[config.mk]
export PLATFORM = sky130hd
export DESIGN_NAME = write_guard
export DESIGN_NICKNAME = d
export VERILOG_FILES = /design/src/rtl/write_guard_pkg.sv /design/src/rtl/write_guard_decide.sv /design/src/rtl/write_guard_state.sv /design/src/rtl/write_guard.sv
export SDC_FILE = /design/constraint.sdc
export NUM_CORES = 1
export LEC_CHECK = 0
export BUFFER_PORTS_ARGS = -buffer_cell sky130_fd_sc_hd__buf_2
export CAP_MARGIN = 20
export CORE_MARGIN = 2
export CORE_UTILIZATION = 38
export DETAILED_ROUTE_END_ITERATION = 8
export PLACE_DENSITY = 0.71
export SLEW_MARGIN = 40
export SYNTH_ARGS = -nofsm -noshare
export SYNTH_HDL_FRONTEND = slang
export SYNTH_SLANG_ARGS = --single-unit
[constraint.sdc]
create_clock -name clk -period 1.1 [get_ports clk]
set_clock_uncertainty 0.05 [all_clocks]
set_input_delay 0.22 -clock clk [delete_from_list [all_inputs] [get_ports clk]]
set_output_delay 0.22 -clock clk [all_outputs]
set_load 0.02 [all_outputs]
[src/rtl/write_guard_pkg.sv]
package write_guard_pkg;

  typedef enum logic [1:0] {
    TGT_POT_A = 2'd0,
    TGT_POT_B = 2'd1,
    TGT_ARRAY = 2'd2,
    TGT_CTRL  = 2'd3
  } target_e;

  localparam int WEL_BIT  = 1;
  localparam int RWEL_BIT = 2;
  localparam int LOCK_LSB = 3;
  localparam int LOCK_MSB = 4;

  typedef struct packed {
    logic       welLoad;
    logic       welVal;
    logic       rwelSet;
    logic       pendLoad;
    logic [1:0] pendVal;
    logic       disarm;
    logic       nvStart;
  } ctrl_strobe_t;

  // topBits are the two most significant address bits
  function automatic logic regionLocked(input logic [1:0] lock, input logic [1:0] topBits);
    unique case (lock)
      2'b00:   return 1'b0;
      2'b01:   return topBits == 2'b11;
      2'b10:   return topBits[1];
      default: return 1'b1;
    endcase
  endfunction

endpackage

[src/rtl/write_guard_decide.sv]
module write_guard_decide
  import write_guard_pkg::*;
(
  input  logic         clk,
  input  logic         rstN,
  input  logic         wpPin,
  input  logic         reqValid,
  input  target_e      reqTarget,
  input  logic [1:0]   reqTop,
  input  logic         reqNonVol,
  input  logic [7:0]   reqData,
  input  logic         stopStrobe,
  input  logic         wel,
  input  logic         rwel,
  input  logic         armed,
  input  logic         busy,
  input  logic [1:0]   lock,
  output ctrl_strobe_t strobe,
  output logic         respValid,
  output logic         respPermit
);

  logic permitNext;

  always_comb begin
    strobe     = '0;
    permitNext = 1'b0;
    if (reqValid && !busy) begin
      unique case (reqTarget)
        TGT_POT_A, TGT_POT_B:
          permitNext = wel && (lock != 2'b11) && !(reqNonVol && wpPin);
        TGT_ARRAY:
          permitNext = wel && !wpPin && !regionLocked(lock, reqTop);
        default: begin
          if (rwel) begin
            if (!wpPin) begin
              permitNext      = 1'b1;
              strobe.pendLoad = 1'b1;
              strobe.pendVal  = reqData[LOCK_MSB:LOCK_LSB];
            end
          end else begin
            permitNext     = 1'b1;
            strobe.welLoad = 1'b1;
            strobe.welVal  = reqData[WEL_BIT];
            strobe.rwelSet = reqData[RWEL_BIT] && wel;
          end
        end
      endcase
    end
    if (stopStrobe && armed && !busy) begin
      strobe.disarm  = 1'b1;
      strobe.nvStart = !wpPin;
    end
  end

  always_ff @(posedge clk) begin
    if (!rstN) begin
      respValid  <= 1'b0;
      respPermit <= 1'b0;
    end else begin
      respValid  <= reqValid;
      respPermit <= permitNext;
    end
  end

  p_resp_follows_req_r8: assert property (@(posedge clk) disable iff (!rstN)
    reqValid |=> respValid);
  p_no_spurious_resp_r8: assert property (@(posedge clk) disable iff (!rstN)
    !reqValid |=> !respValid);
  p_deny_without_wel_r2: assert property (@(posedge clk) disable iff (!rstN)
    (reqValid && reqTarget != TGT_CTRL && !wel) |=> !respPermit);
  p_deny_while_busy_r7: assert property (@(posedge clk) disable iff (!rstN)
    (reqValid && busy) |=> !respPermit);
  p_pin_blocks_array_r5: assert property (@(posedge clk) disable iff (!rstN)
    (reqValid && wpPin && reqTarget == TGT_ARRAY) |=> !respPermit);
  p_full_lock_pots_r6: assert property (@(posedge clk) disable iff (!rstN)
    (reqValid && lock == 2'b11 && (reqTarget == TGT_POT_A || reqTarget == TGT_POT_B)) |=> !respPermit);

endmodule

[src/rtl/write_guard_state.sv]
module write_guard_state
  import write_guard_pkg::*;
#(
  parameter int NV_CYCLES = 8
) (
  input  logic         clk,
  input  logic         rstN,
  input  ctrl_strobe_t strobe,
  output logic         wel,
  output logic         rwel,
  output logic         armed,
  output logic         busy,
  output logic [1:0]   lock
);

  localparam int CNT_W = (NV_CYCLES > 2) ? $clog2(NV_CYCLES) : 1;

  logic [1:0]       pend;
  logic [CNT_W-1:0] cnt;

  always_ff @(posedge clk) begin
    if (!rstN) begin
      wel   <= 1'b0;
      rwel  <= 1'b0;
      armed <= 1'b0;
      busy  <= 1'b0;
      lock  <= 2'b00;
      pend  <= 2'b00;
      cnt   <= '0;
    end else if (busy) begin
      if (cnt == '0) begin
        busy <= 1'b0;
        lock <= pend;
        wel  <= 1'b0;
        rwel <= 1'b0;
      end else begin
        cnt <= cnt - 1'b1;
      end
    end else begin
      if (strobe.welLoad) wel  <= strobe.welVal;
      if (strobe.rwelSet) rwel <= 1'b1;
      if (strobe.pendLoad) begin
        pend  <= strobe.pendVal;
        armed <= 1'b1;
      end
      if (strobe.disarm) armed <= 1'b0;
      if (strobe.nvStart) begin
        busy <= 1'b1;
        cnt  <= CNT_W'(NV_CYCLES - 1);
      end
    end
  end

  p_lock_holds_r4: assert property (@(posedge clk) disable iff (!rstN)
    (!busy || cnt != '0) |=> $stable(lock));
  p_latches_clear_r4: assert property (@(posedge clk) disable iff (!rstN)
    $fell(busy) |-> (!wel && !rwel));
  p_rwel_needs_wel_r3: assert property (@(posedge clk) disable iff (!rstN)
    $rose(rwel) |-> $past(wel));
  p_busy_freezes_wel_r7: assert property (@(posedge clk) disable iff (!rstN)
    (busy && cnt != '0) |=> $stable(wel) && $stable(rwel));

endmodule

[src/rtl/write_guard.sv]
module write_guard
  import write_guard_pkg::*;
#(
  parameter int ADDR_W    = 8,
  parameter int NV_CYCLES = 8
) (
  input  logic              clk,
  input  logic              rstN,
  input  logic              wpPin,
  input  logic              reqValid,
  input  logic [1:0]        reqTarget,
  input  logic [ADDR_W-1:0] reqAddr,
  input  logic              reqNonVol,
  input  logic [7:0]        reqData,
  input  logic              stopStrobe,
  output logic              respValid,
  output logic              respPermit,
  output logic              welOut,
  output logic              rwelOut,
  output logic [1:0]        lockOut,
  output logic              nvBusy
);

  ctrl_strobe_t strobe;
  logic         armed;

  write_guard_decide u_decide (
    .clk        (clk),
    .rstN       (rstN),
    .wpPin      (wpPin),
    .reqValid   (reqValid),
    .reqTarget  (target_e'(reqTarget)),
    .reqTop     (reqAddr[ADDR_W-1:ADDR_W-2]),
    .reqNonVol  (reqNonVol),
    .reqData    (reqData),
    .stopStrobe (stopStrobe),
    .wel        (welOut),
    .rwel       (rwelOut),
    .armed      (armed),
    .busy       (nvBusy),
    .lock       (lockOut),
    .strobe     (strobe),
    .respValid  (respValid),
    .respPermit (respPermit)
  );

  write_guard_state #(.NV_CYCLES(NV_CYCLES)) u_state (
    .clk    (clk),
    .rstN   (rstN),
    .strobe (strobe),
    .wel    (welOut),
    .rwel   (rwelOut),
    .armed  (armed),
    .busy   (nvBusy),
    .lock   (lockOut)
  );

endmodule

# == Word-level counts from Yosys, hierarchy flattened ==
# Index checks and enable logic that the tools add are counted.
# totals
register_bits,13
mem_bits_ro,0
out_inout_bits,7
latchBits,0
memories,0
ramBits,0
# classes
n_div,0
n_eq_ne,8
n_bitwise,1
n_mul,0
n_reduce_logical,29
n_mux,25
n_addsub,1
shifts,0
order_cmp,0
# ops
op,n
$mux 3,6
$mux 1,14
$reduce_and 2->1,7
$mux 6,2
$logic_and 1x1->1,9
$reduce_bool 2->1,4
$eq 2x2->1 const B,3
$ne 2x2->1 const B,3
$eq 2x1->1 const B,2
$logic_not 1->1,4
$logic_not 2->1,2
$logic_not 3->1,1
$pmux 1 s3,1
$reduce_or 3->1,1
$sub 3x1->3 const B,1
$mux 2,1
$pmux 1 s2,1
$reduce_or 2->1,1
$not 1->1,1

# == Logic depth before layout (Yosys ltp) ==
# depth
ltp_word,7
ltp_mapped,5

# == Modules after synthesis ==
# Synthesis repeated with hierarchy kept, for this count alone.
# hier_totals
cells_unflattened,78
hier_area_um2,671.9
# by_module_without_submodules
mod,n_inst,area_per_inst_um2,cells_each,seq_area_each_um2
write_guard_state,1,499.2,54,220.2
write_guard_decide,1,172.7,24,40.0

# == Least setup slack after synthesis ==
# OpenSTA, ideal clock, no wires.
# synth_path
kind,flip-flop to flip-flop
startpoint,reg u_state.busy
endpoint,reg u_state.cnt[2]
t_arrival_ns,1.133
required_time_ns,0.922
setup_ns,0.128
synth_period_minus_slack_ns,1.311
path_slack_ns,-0.211
path_stages_with_launch,5
cell_sequence,dfxtp_1 -> buf_4 -> and4bb_2 -> a311oi_1 -> a311oi_1
# synth_via
elab_chain_cells,5
# synth_rtl
element,line_no,rtl
from (decl),write_guard_state.sv:12,"output logic busy,"
from (signal assigned),write_guard_state.sv:26,busy <= 1'b0;
from (signal assigned),write_guard_state.sv:32,busy <= 1'b0;
from (signal assigned),write_guard_state.sv:48,busy <= 1'b1;
$logic_not 1->1,write_guard_decide.sv:50,if (stopStrobe && armed && !busy) begin
$logic_and 1x1->1,write_guard_decide.sv:50,
$mux 2,write_guard_decide.sv:50,
$reduce_bool 2->1 (no line),n/a,
$reduce_and 2->1 (no line),n/a,
to (signal assigned),write_guard_state.sv:37,cnt <= cnt - 1'b1;
to (signal assigned),write_guard_state.sv:49,cnt <= CNT_W'(NV_CYCLES - 1);
to (decl),write_guard_state.sv:19,logic [CNT_W-1:0] cnt;
# Several ways; a longest one is shown, not always the timed one.
# A chain may end at the register's enable or synchronous reset.

# == Worst setup path after layout ==
# layout_path
startpoint,reg u_state.cnt[1]
endpoint,reg u_state.cnt[2]
# layout_via
elab_chain_cells,3
# layout_rtl
element,line_no
$sub 3x1->3 / $logic_not 3->1 (equally long branches),"write_guard_state.sv:37, write_guard_state.sv:31"
$mux 3 / $ne 2x2->1 (equally long branches),n/a
$mux 3 / $reduce_and 2->1 (equally long branches),n/a
# Several ways; a longest one is shown, not always the timed one. The select of a mux whose other input is x is not followed.

==> summary.md <==
| Metric | Value |
|---|---|
| Std cell rows | 14 |
| Min-Delay Path Class | in -> reg |
| First-pass DRT Iterations | 4 |
| Yosys top cell area share | 42.62% |
| Worst slew pin tran | 0.3603 ns |
| Num ports | 31 |
| NetSw | 0.2025 mW |
| Initial Utilization | 40.53% |
| Post-synthesis net count | 94 |
| Max frequency | 845.5 MHz |
| Seq/Total Area, Yosys | 42.62% |
| Post-Synthesis Cells | 68 |
| Worst-path fanout max | 2 |
| Final period util | 107.5% |
| Die Wd | 44.09 um |
| Yosys reg bits | 13 |
| Crit path time final | 1.183 ns |
| Failing checks | negative setup slack |
| CTS tree | built |
| CTS buffer count | 3 |
| Unique cell type count in the Yosys netlist | 26 |
| Drt wl/cell | 12.48 um |
| VDD IR max | 771.3 uV |
| TritonCTS Sinks | 13 |
| Inserted Diodes | 0 |
| H-tree Lvls | 1 |
| Antenna Nets Post-Route | 0 |
| Layout cells sized above 1 | 47.92% |
| Die area | 0.001943 mm2 |
| Yosys warns | 0 |
| Clock latency on the worst-skew pair | 0.28 ns |
| Worst Path Buf+Inv | 2 |
| Pwr Total | 0.8543 mW |
| Crit-path leading delay family | flip-flops |
| Post-Synthesis Cell Area | 610.6 um2 |
| Max cap viols | 0 |
| Clk slew on worst S/H paths | 0.08 ns |
| Post-synth EDFFs | 0 |
| Routability cong. | 0.8076 |
| Clock power frac | 35.0% |
| Initial antenna violation count | 0 |
| RSZ-0062 raised after global routing | true |
| Fin nets | 123 |
| CP max stage cell | dfxtp_2 |
| Design area | 865.8 um2 |
| Core Area | 0.001506 mm2 |
| Switching Share | 23.70% |
| Routed WL | 1398 um |
| Vias in the first global route | 533 |
| Pin count of the biggest net entering global routing | 12 |
| Non-filler instance count after layout | 112 |
| Global-route wire length before repair | 2125 um |
| Inst Count DP | 106 |
| Via-to-Cell Ratio | 5.393 |
| Combinational power share | 9.5% |
| Detailed placement HPWL | 996.1 um |
| Initial DRC Count | 6 |
| DIE HEIGHT | 44.09 um |
| Most common cell in the netlist | dfxtp_1 |
| Synth top cells by count | dfxtp_1, a21oi_1, inv_1 |
| GRT Total Usage | 15.72% |
| Area leader, netlist | dfxtp_1 |
| Slowest stage delay, CP | 0.32 ns |
| # DRC | 0 |
| Main area contributors after synthesis | dfxtp_1, a21oi_1, inv_1 |
| Static Leak | 0.3741 nW |
| Cell Area, Placed | 768.2 um2 |
| Synth-to-layout area growth | 41.80% |
| Crit path DAT | 1.28 ns |
| Status | finished, violations left |
| Via count | 604 |
| Remaining Overflow, GRT | 0 |
| Power per Cell Area | 986.7 mW/mm2 |
| Number of setup violations in the final report | 7 |
| Part of the power in registers | 55.5% |
| Main synth FF type | dfxtp_1 |
| Clock Tree Buf Depth | 2 |
| Synth Area per Inst | 8.979 um2 |
| Final hold vios | 0 |
| Relative slew slack | 75.95% |
| Max-slew violation count | 0 |
| Crit path cell chain | inv_2, buf_4, ha_1, a311oi_2, a311oi_1 |
| Startpoint types | register |
| Internal power | 0.6518 mW |
| Critical Path RT | 1.20 ns |
| Root Buffer | clkbuf_4 |
| Buffers on Ports | 20 |
| Worst Setup Slack, final | -0.08276 ns |
| Async SR Flop Fraction | 0% |
| Crit Path Category | reg -> reg |
| Setup crit end kind | register |
-- cell families after synthesis --
kind of cell	Yosys count	synth area share, %
buffers and inverters	9	6.353
AOI/OAI and AO/OA	21	21.31
and+or+nand+nor	21	22.34
DFF	13	42.62
muxes	2	3.279
adders and majority gates	2	4.098
-- routing by layer --
layer,up-vias,GRT usage (%),routed length (um)
met3,5,8.163,103
met1,273,15.56,603
met2,20,25.59,659
met5,-,0,0
met4,0,10.30,30
li1,306,-,-
-- layout by cell type, fill, tap and decap left out, types with 2 or more instances in the layout --
master    synthesis  routed
buf_2             1      15
buf_4             1       9
dfxtp_1          13       7
a21oi_1           7       6
inv_1             7       5
dfxtp_2           0       5
nand3_1           4       4
a211oi_1          3       3
nor2_1            3       3
clkbuf_4          0       3
inv_2             0       2
nand3b_1          2       2
o211ai_1          2       2
nand2_1           2       2
o21ai_0           4       2
a31oi_1           2       2
mux2i_1           2       2
buf_6             0       2
-- per-stage QoR --
step            TNS, ns  util, %  hold slack [ns]  setup WS [ns]
2_1_floorplan  -0.07138        -           0.2917       -0.04324
5_1_grt         -0.8930    57.48           0.1126        -0.1444
3_5_place_dp    -0.6577    51.00           0.4122        -0.1540
3_3_place_gp    -0.4394    51.00           0.4092        -0.1116
6_report        -0.2641    57.48           0.1192       -0.08276
4_1_cts         -0.2622    55.15           0.1138       -0.05628
-- sequential cells by signal (all words and copies together), names as in the netlist --
signal               count
u_state.armed            1
u_state.rwel             1
u_state.wel              1
u_decide.respValid       1
u_decide.respPermit      1
u_state.cnt              3
u_state.busy             1
u_state.lock             2
u_state.pend             2
-- power by group through the flow --
| stage | Combinational [mW] | Sequential (mW) | Clock (mW) |
|---|---|---|---|
| 3_5_place_dp | 0.0769 | 0.485 | 0 |
| 2_1_floorplan | 0.0252 | 0.491 | 0 |
| 5_1_grt | 0.0891 | 0.475 | 0.346 |
| 4_1_cts | 0.0780 | 0.474 | 0.316 |
| 6_report | 0.0812 | 0.474 | 0.299 |
| 3_3_place_gp | 0.0757 | 0.485 | 0 |
-- area by class of cell --
cell class / count / area (um2)
Fill cell: 142 / 640.6
Multi-Input combinational cell: 46 / 357.8
Sequential cell: 13 / 270.3
Timing Repair Buffer: 26 / 165.2
Clock buffer: 4 / 26.28
Inverter: 7 / 26.28
Tap cell: 16 / 20.02
-- what timing repair did --
| action | in CTS | in global routing |
|---|---|---|
| setup endpoints to repair | 14 | 15 |
| hold buffers | 0 | 0 |
| setup buffers | 1 | 1 |
| gates resized for setup | 10 | 10 |
| pin swaps | 4 | 4 |
-- final timing paths --
| kind | slack [ns] | cells after the start | endpoint | from |
|---|---|---|---|---|
| setup / recovery | -0.08 | 5 | u_state.cnt[2]$_SDFFE_PN0P_ | u_state.cnt[1]$_SDFFE_PN0P_ |
| hold / removal | 0.12 | 2 | u_decide.respValid$_SDFF_PN0_ | rstN |
| setup reg to reg | -0.08 | 5 | u_state.cnt[2]$_SDFFE_PN0P_ | u_state.cnt[1]$_SDFFE_PN0P_ |
| hold reg to reg | 0.42 | 2 | u_state.pend[1]$_SDFFE_PN0P_ | u_state.pend[1]$_SDFFE_PN0P_ |
Power figures use the tool's default switching activity.
